File: src/rtl/xbus_pkg.sv
package xbus_pkg;

    localparam int TICK_W = 8;
    localparam int WORD_W = 32;
    localparam int BUS_W  = 16;

    typedef logic [TICK_W-1:0] tick_t;
    typedef logic [TICK_W:0]   gap_t;

    typedef enum logic [1:0] {
        PH_IDLE = 2'd0,
        PH_GAP  = 2'd1,
        PH_RUN  = 2'd2
    } phase_e;

    // Cycle-level settings used by the sequencer
    typedef struct packed {
        tick_t rd_len;
        tick_t wr_len;
        tick_t turn;
        tick_t idle;
        logic  idle_en;
    } seq_cfg_t;

    // Edge offsets used by the strobe decoder
    typedef struct packed {
        tick_t sel_b;
        tick_t sel_e_rd;
        tick_t sel_e_wr;
        tick_t av_b;
        tick_t av_e_rd;
        tick_t av_e_wr;
        tick_t rd_b;
        tick_t rd_e;
        tick_t wr_b;
        tick_t wr_e;
        tick_t sample;
        tick_t swap;
        logic  muxed;
    } edge_cfg_t;

    // Active-high internal view of the pin strobes
    typedef struct packed {
        logic sel;
        logic av;
        logic rd;
        logic wr;
    } strobe_t;

    function automatic logic in_window(tick_t t, tick_t on, tick_t off);
        return (t >= on) && (t < off);
    endfunction

    function automatic logic width_is_byte(logic [1:0] w);
        return w == 2'd1;
    endfunction

    function automatic logic [1:0] last_beat(logic narrow);
        return narrow ? 2'd3 : 2'd1;
    endfunction

endpackage

File: src/rtl/xbus_seq.sv
module xbus_seq
    import xbus_pkg::*;
#(
    parameter int AW = 16
) (
    input  logic              clk,
    input  logic              rst,
    input  seq_cfg_t          cfg,
    input  logic              req_valid,
    input  logic              req_write,
    input  logic [1:0]        req_width,
    input  logic [AW-1:0]     req_addr,
    input  logic [WORD_W-1:0] req_wdata,
    output logic              req_ready,
    output logic              accept,
    output logic              run,
    output logic              wr,
    output logic              narrow,
    output logic [1:0]        beat,
    output tick_t             tick,
    output logic [AW-1:0]     beat_addr,
    output logic [BUS_W-1:0]  beat_wdata,
    output logic              done
);

    phase_e            phase;
    logic [AW-1:0]     addr_q;
    logic [WORD_W-1:0] wdata_q;
    gap_t              gap_cnt;
    logic              has_prev;
    logic              prev_wr;
    gap_t              gap_new;
    tick_t             len;
    logic              end_tick;

    assign req_ready = (phase == PH_IDLE);
    assign accept    = req_ready && req_valid;
    assign run       = (phase == PH_RUN);
    assign len       = wr ? cfg.wr_len : cfg.rd_len;
    assign end_tick  = (tick == len - tick_t'(1));

    always_comb begin
        gap_new = '0;
        if (has_prev && (prev_wr != req_write)) gap_new = gap_new + {1'b0, cfg.turn};
        if (has_prev && cfg.idle_en)            gap_new = gap_new + {1'b0, cfg.idle};
    end

    always_comb begin
        if (narrow) begin
            beat_addr  = addr_q + AW'(beat);
            beat_wdata = {8'h00, wdata_q[{beat, 3'b000} +: 8]};
        end else begin
            beat_addr  = addr_q + AW'({beat, 1'b0});
            beat_wdata = wdata_q[{beat[0], 4'b0000} +: 16];
        end
    end

    always_ff @(posedge clk) begin
        if (rst) begin
            phase    <= PH_IDLE;
            tick     <= '0;
            beat     <= '0;
            wr       <= 1'b0;
            narrow   <= 1'b0;
            addr_q   <= '0;
            wdata_q  <= '0;
            gap_cnt  <= '0;
            has_prev <= 1'b0;
            prev_wr  <= 1'b0;
            done     <= 1'b0;
        end else begin
            done <= 1'b0;
            unique case (phase)
                PH_IDLE: begin
                    if (req_valid) begin
                        wr       <= req_write;
                        narrow   <= width_is_byte(req_width);
                        addr_q   <= req_addr;
                        wdata_q  <= req_wdata;
                        tick     <= '0;
                        beat     <= '0;
                        has_prev <= 1'b1;
                        prev_wr  <= req_write;
                        gap_cnt  <= gap_new;
                        phase    <= (gap_new == '0) ? PH_RUN : PH_GAP;
                    end
                end
                PH_GAP: begin
                    if (gap_cnt == gap_t'(1)) phase <= PH_RUN;
                    gap_cnt <= gap_cnt - gap_t'(1);
                end
                PH_RUN: begin
                    if (end_tick) begin
                        tick <= '0;
                        if (beat == last_beat(narrow)) begin
                            phase <= PH_IDLE;
                            done  <= 1'b1;
                        end else begin
                            beat <= beat + 2'd1;
                        end
                    end else begin
                        tick <= tick + tick_t'(1);
                    end
                end
                default: phase <= PH_IDLE;
            endcase
        end
    end

    assert_done_pulse_R5: assert property (@(posedge clk) disable iff (rst)
        done |=> !done);
    assert_done_idle_R10: assert property (@(posedge clk) disable iff (rst)
        done |-> req_ready);
    assert_take_busy_R10: assert property (@(posedge clk) disable iff (rst)
        accept |=> !req_ready);
    assert_beat_range_R2: assert property (@(posedge clk) disable iff (rst)
        run |-> (beat <= last_beat(narrow)));

endmodule

File: src/rtl/xbus_strobe.sv
module xbus_strobe
    import xbus_pkg::*;
(
    input  edge_cfg_t cfg,
    input  logic      run,
    input  logic      wr,
    input  tick_t     tick,
    output strobe_t   stb,
    output logic      drv_data,
    output logic      sample
);

    always_comb begin
        stb.sel  = run && in_window(tick, cfg.sel_b, wr ? cfg.sel_e_wr : cfg.sel_e_rd);
        stb.av   = run && cfg.muxed && in_window(tick, cfg.av_b, wr ? cfg.av_e_wr : cfg.av_e_rd);
        stb.rd   = run && !wr && in_window(tick, cfg.rd_b, cfg.rd_e);
        stb.wr   = run && wr && in_window(tick, cfg.wr_b, cfg.wr_e);
        drv_data = run && wr && (!cfg.muxed || (tick >= cfg.swap));
        sample   = run && !wr && (tick == cfg.sample);
    end

endmodule

File: src/rtl/xbus_datapath.sv
module xbus_datapath
    import xbus_pkg::*;
#(
    parameter int AW = 16
) (
    input  logic              clk,
    input  logic              rst,
    input  logic              clr,
    input  logic              run,
    input  logic              narrow,
    input  logic [1:0]        beat,
    input  logic              av,
    input  logic              drv_data,
    input  logic              sample,
    input  logic [AW-1:0]     beat_addr,
    input  logic [BUS_W-1:0]  beat_wdata,
    input  logic [BUS_W-1:0]  din,
    output logic [AW-1:0]     pin_addr,
    output logic [BUS_W-1:0]  dout,
    output logic              doe,
    output logic [WORD_W-1:0] rdata
);

    assign pin_addr = run ? beat_addr : '0;

    always_comb begin
        if (drv_data) begin
            dout = beat_wdata;
            doe  = 1'b1;
        end else if (av) begin
            dout = BUS_W'(beat_addr);
            doe  = 1'b1;
        end else begin
            dout = '0;
            doe  = 1'b0;
        end
    end

    always_ff @(posedge clk) begin
        if (rst || clr) begin
            rdata <= '0;
        end else if (sample) begin
            if (narrow) rdata[{beat, 3'b000} +: 8]     <= din[7:0];
            else        rdata[{beat[0], 4'b0000} +: 16] <= din;
        end
    end

    assert_no_drive_idle_R8: assert property (@(posedge clk) disable iff (rst)
        !run |-> !doe);

endmodule

File: src/rtl/xbus_timing_ctrl.sv
module xbus_timing_ctrl
    import xbus_pkg::*;
#(
    parameter int AW = 16
) (
    input  logic              clk,
    input  logic              rst,
    input  logic              req_valid,
    output logic              req_ready,
    input  logic              req_write,
    input  logic [1:0]        req_width,
    input  logic [AW-1:0]     req_addr,
    input  logic [WORD_W-1:0] req_wdata,
    output logic              rsp_done,
    output logic [WORD_W-1:0] rsp_rdata,
    input  logic [TICK_W-1:0] tm_sel_begin,
    input  logic [TICK_W-1:0] tm_sel_end_rd,
    input  logic [TICK_W-1:0] tm_sel_end_wr,
    input  logic [TICK_W-1:0] tm_av_begin,
    input  logic [TICK_W-1:0] tm_av_end_rd,
    input  logic [TICK_W-1:0] tm_av_end_wr,
    input  logic [TICK_W-1:0] tm_rd_begin,
    input  logic [TICK_W-1:0] tm_rd_end,
    input  logic [TICK_W-1:0] tm_wr_begin,
    input  logic [TICK_W-1:0] tm_wr_end,
    input  logic [TICK_W-1:0] tm_sample,
    input  logic [TICK_W-1:0] tm_rd_len,
    input  logic [TICK_W-1:0] tm_wr_len,
    input  logic [TICK_W-1:0] tm_data_swap,
    input  logic [TICK_W-1:0] tm_turn,
    input  logic [TICK_W-1:0] tm_idle,
    input  logic              tm_idle_en,
    input  logic              mux_mode,
    output logic              xb_sel_n,
    output logic              xb_av_n,
    output logic              xb_rd_n,
    output logic              xb_wr_n,
    output logic [AW-1:0]     xb_addr,
    output logic [BUS_W-1:0]  xb_dout,
    output logic              xb_doe,
    input  logic [BUS_W-1:0]  xb_din
);

    seq_cfg_t          scfg;
    edge_cfg_t         ecfg;
    logic              accept;
    logic              run;
    logic              wr;
    logic              narrow;
    logic [1:0]        beat;
    tick_t             tick;
    logic [AW-1:0]     beat_addr;
    logic [BUS_W-1:0]  beat_wdata;
    strobe_t           stb;
    logic              drv_data;
    logic              sample;

    assign scfg = '{rd_len: tm_rd_len, wr_len: tm_wr_len, turn: tm_turn,
                    idle: tm_idle, idle_en: tm_idle_en};
    assign ecfg = '{sel_b: tm_sel_begin, sel_e_rd: tm_sel_end_rd, sel_e_wr: tm_sel_end_wr,
                    av_b: tm_av_begin, av_e_rd: tm_av_end_rd, av_e_wr: tm_av_end_wr,
                    rd_b: tm_rd_begin, rd_e: tm_rd_end, wr_b: tm_wr_begin, wr_e: tm_wr_end,
                    sample: tm_sample, swap: tm_data_swap, muxed: mux_mode};

    xbus_seq #(.AW(AW)) u_seq (
        .clk        (clk),
        .rst        (rst),
        .cfg        (scfg),
        .req_valid  (req_valid),
        .req_write  (req_write),
        .req_width  (req_width),
        .req_addr   (req_addr),
        .req_wdata  (req_wdata),
        .req_ready  (req_ready),
        .accept     (accept),
        .run        (run),
        .wr         (wr),
        .narrow     (narrow),
        .beat       (beat),
        .tick       (tick),
        .beat_addr  (beat_addr),
        .beat_wdata (beat_wdata),
        .done       (rsp_done)
    );

    xbus_strobe u_stb (
        .cfg      (ecfg),
        .run      (run),
        .wr       (wr),
        .tick     (tick),
        .stb      (stb),
        .drv_data (drv_data),
        .sample   (sample)
    );

    xbus_datapath #(.AW(AW)) u_dp (
        .clk        (clk),
        .rst        (rst),
        .clr        (accept),
        .run        (run),
        .narrow     (narrow),
        .beat       (beat),
        .av         (stb.av),
        .drv_data   (drv_data),
        .sample     (sample),
        .beat_addr  (beat_addr),
        .beat_wdata (beat_wdata),
        .din        (xb_din),
        .pin_addr   (xb_addr),
        .dout       (xb_dout),
        .doe        (xb_doe),
        .rdata      (rsp_rdata)
    );

    assign xb_sel_n = !stb.sel;
    assign xb_av_n  = !stb.av;
    assign xb_rd_n  = !stb.rd;
    assign xb_wr_n  = !stb.wr;

    assert_rd_wr_excl_R4: assert property (@(posedge clk) disable iff (rst)
        !(!xb_rd_n && !xb_wr_n));
    assert_idle_no_sel_R3: assert property (@(posedge clk) disable iff (rst)
        req_ready |-> (xb_sel_n && xb_rd_n && xb_wr_n));
    assert_av_mode_R7: assert property (@(posedge clk) disable iff (rst)
        !mux_mode |-> xb_av_n);
    assert_wr_drives_R8: assert property (@(posedge clk) disable iff (rst)
        (!mux_mode && !xb_wr_n) |-> xb_doe);

endmodule

File: config.mk
export PLATFORM = sky130hd
export DESIGN_NAME = xbus_timing_ctrl
export DESIGN_NICKNAME = d
export VERILOG_FILES = /design/src/rtl/xbus_pkg.sv /design/src/rtl/xbus_seq.sv /design/src/rtl/xbus_strobe.sv /design/src/rtl/xbus_datapath.sv /design/src/rtl/xbus_timing_ctrl.sv
export SDC_FILE = /design/constraint.sdc
export NUM_CORES = 1
export LEC_CHECK = 0
export BUFFER_PORTS_ARGS = -buffer_cell sky130_fd_sc_hd__buf_2
export CAP_MARGIN = 20
export CORE_MARGIN = 4
export CORE_UTILIZATION = 32
export DETAILED_ROUTE_END_ITERATION = 12
export PLACE_DENSITY = 0.56
export SETUP_SLACK_MARGIN = 0.02
export SLEW_MARGIN = 20
export SYNTH_ARGS = -nofsm -noshare
export SYNTH_HDL_FRONTEND = slang
export SYNTH_SLANG_ARGS = --single-unit
File: constraint.sdc
create_clock -name clk -period 4.3 [get_ports clk]
set_input_delay 0.43 -clock clk [delete_from_list [all_inputs] [get_ports clk]]
set_output_delay 0.43 -clock clk [all_outputs]
set_load 0.02 [all_outputs]
==> impl_metrics.tcl <==
set metrics [dict create \
    htreeDepth 3 \
    final_cell_mix "270 x buf_2, 142 x nand2_1, 105 x a21oi_1" \
    use_met3_pct 3.269 \
    grt_setup_unrepaired "false" \
    diodes 0 \
    fmax_ghz 0.2614 \
    period_needed_ns 3.826 \
    dieHeight_um 164.9 \
    hold_viol_final 0 \
    synth_area_leaders "dfxtp_1 27%, ha_1 14%, nand2_1 6.8%, a21oi_1 6.7%, mux2i_1 5.2%" \
    worstSkewPairLatency_ns 0.36 \
    period_share_pct 88.98 \
    globalRouteMet2Util_pct 30.28 \
    dr.pass1.iters 7 \
    fin_cells 1597 \
    fin_setup_tns_ns 0 \
    cp.depth 12 \
    cp.arrival_ns 3.40 \
    grt_pass1_wl_mm 39.70 \
    syn_area_per_cell_sq_um 7.646 \
    synth.largest_area_cell "dfxtp_1" \
    slew-limit-headroom_pct 32.61 \
    use_met1_pct 25.63 \
    layout_commonest_cell "buf_2" \
    routed_wirelength_mm 26.34 \
    ff_latch_area_sq_mm 0.002106 \
    crit_family "compound AO/OA/AOI/OAI gates" \
    numClockSinks 105 \
    grt_pass1_vias 7456 \
    ir_worst_vdd_mv 0.1560 \
    synth-edff-count 0 \
    rows 57 \
    wl_per_cell_um 16.49 \
    cts_tree "yes" \
    synth_cell_type_count 59 \
    globalplace.congestion 0.8575 \
    worst-path-max-fanout 16 \
    pwr_density_cell_mw_per_mm2 275.4 \
    drtIter0Drc 595 \
    nets 1559 \
    crit_top_cell "a21o_1" \
    setup_viol 0 \
    start_util_pct 32.48 \
    dp.cells 1581 \
    path_clk_slew_ns 0.08 \
    hold_buffers 0 \
    ant_nets 0 \
    grt_max_degree 60 \
    antenna_found_initial 0 \
    drive_gt1_share_pct 25.37 \
    die-area_sq_mm 0.02718 \
    track_usage_pct 18.40 \
    p_leak_nw 4.684 \
    die_w_um 164.9 \
    syn-num-nets 1321 \
    busiest_layer "met2" \
    crit_chain "inv_1 -> ha_1 -> nand2b_1 -> a21o_1 -> a21o_1 -> a21oi_1 -> o21ai_0 -> o2111ai_1 -> buf_4 -> nand2b_2 -> o22ai_1 -> buf_2" \
    crit_required_ns 3.87 \
    synth_flop_cell "dfxtp_1" \
    critPathLaunchType "flop" \
    core-area_sq_mm 0.02425 \
    crit_path_top_delay_cell "dfxtp_1" \
    crit_path_end_kind "primary output" \
    tightest_slew_ns 1.008 \
    area_growth_pct 24.86 \
    skew_ns 0.01001 \
    dp_hpwl_mm 20.51 \
    worstSetupPathType "reg -> out" \
    status "complete, no violations" \
    grt-ovfl-total 0 \
    fillers 2590 \
    syn_area_sq_mm 0.007875 \
    multi_input_area_sq_mm 0.005289 \
    postSynthCellCount 1030 \
    slowest_delay_ns 0.55 \
    min_path_cells 3 \
    synth_top_area_share_pct 26.69 \
    hp-class "in -> reg" \
    cts_made_buffers 9 \
    slew_violations 0 \
    async_flop_share_pct 0 \
    via_count 8025 \
    clk_path_buf_depth 2 \
    reg2regPathDepth 13 \
    drv_cap 0 \
    cp_num_buf_inv 3 \
    synth_seq_cells 105 \
    cts-root-buf "clkbuf_16" \
    pin_count 271 \
    drc_errors 0 \
    ys_seq_area_share_pct 26.69 \
    yosys_warnings 0 \
    vias_per_cell 5.025 \
    numPortBuffers 270 \
]
[cells in the mapped netlist, drive strengths merged (3+ instances only)]
library cell,number
a211oi,23
nand2,143
a22oi,24
ha,88
o21a,6
and3,9
nand4,5
nor3,17
buf,14
nand2b,13
a31oi,7
nand3,26
o31a,3
or2,4
o211ai,6
o221ai,4
a22o,3
xor2,15
nor3b,4
clkbuf,46
nor2,85
nor2b,7
fa,3
xnor2,25
mux2,5
or3,4
o22ai,21
or4,4
dfxtp,105
a21o,25
inv,68
a21oi,105
o21ai,44
mux2i,42
nor4,5
o31ai,3
[routing by layer]
metal	share of wire [%]	wire length, um
met5	0	0
met4	0.73	191
met1	47	12440
met3	6.4	1674
met2	46	12030
[state kept, by name, summed over array words and instances (netlist names)]
name / cells
u_seq.beat: 2
u_seq.wr: 1
u_seq.addr_q: 16
u_seq.has_prev: 1
u_seq.phase: 2
u_seq.done: 1
u_seq.wdata_q: 32
u_seq.gap_cnt: 9
u_seq.tick: 8
u_seq.narrow: 1
u_dp.rdata: 32
[worst paths after layout]
check	start	endpoint	slack [ns]
max	u_seq.tick[0]	xb_dout[3]	0.47
min	req_wdata[11]	u_seq.wdata_q[11]	0.30
max reg2reg	u_seq.wr	u_seq.phase[0]	0.65
min reg2reg	u_seq.wdata_q[3]	u_seq.wdata_q[3]	0.46
[worst reg2reg max path, stage by stage (launching register included)]
cell and delay [ns]:
dfxtp_4 0.59, xor2_1 0.34, and2_0 0.40, nand2_1 0.12, inv_1 0.08, ha_1 0.27
a211oi_1 0.38, o21ai_0 0.15, a31oi_1 0.17, nor2_1 0.07, nor3_1 0.19, nand4b_1 0.12
nor4_1 0.51, a21oi_1 0.13
[where the power goes]
part / internal [mW] / switching [mW] / total [mW]
logic: 0.304 / 0.430 / 0.734
clock network: 0.424 / 0.417 / 0.841
registers: 1.04 / 0.0882 / 1.13
[cell families after synthesis]
logic type,after synthesis,share of synthesized area [%]
adder cells (fa/ha/maj),91,14.74
AO/OA/AOI/OAI,283,22.12
multiplexers,48,6.387
AND/OR/NAND/NOR,335,19.37
XOR/XNOR,40,4.449
flip-flops,105,26.69
buffers and inverters,128,6.244
[area by class of cell]
| type | count | area share (%) |
|---|---|---|
| inverter | 68 | 2.596 |
| sequential | 105 | 21.41 |
| clock inverter | 6 | 0.6108 |
| tap | 324 | 4.123 |
| multi-input combinational | 797 | 53.79 |
| clock buffer | 10 | 2.430 |
| timing repair buffer | 287 | 15.04 |
[metrics by stage]
step / instance area (sq um) / total power, mW / hold WS (ns) / setup WS (ns) / util [%]
CTS: 9827 / 2.741 / 0.2892 / 0.1302 / 40.53
global placement: 9528 / 1.886 / 0.4439 / 0.6375 / 39.29
detailed placement: 9528 / 1.894 / 0.4479 / 0.5235 / 39.29
finish: 9833 / 2.708 / 0.3035 / 0.4739 / 40.55
floorplan: 7875 / 1.622 / 0.4332 / 0.2364 / -
global route: 9833 / 2.881 / 0.2968 / 0.1503 / 40.55
[what timing repair did]
action / CTS / global route
setup buffers: 0 / 0
endpoints found under the setup margin: 0 / 18
gates resized for setup: 0 / 2
Power figures use the tool's default switching activity.
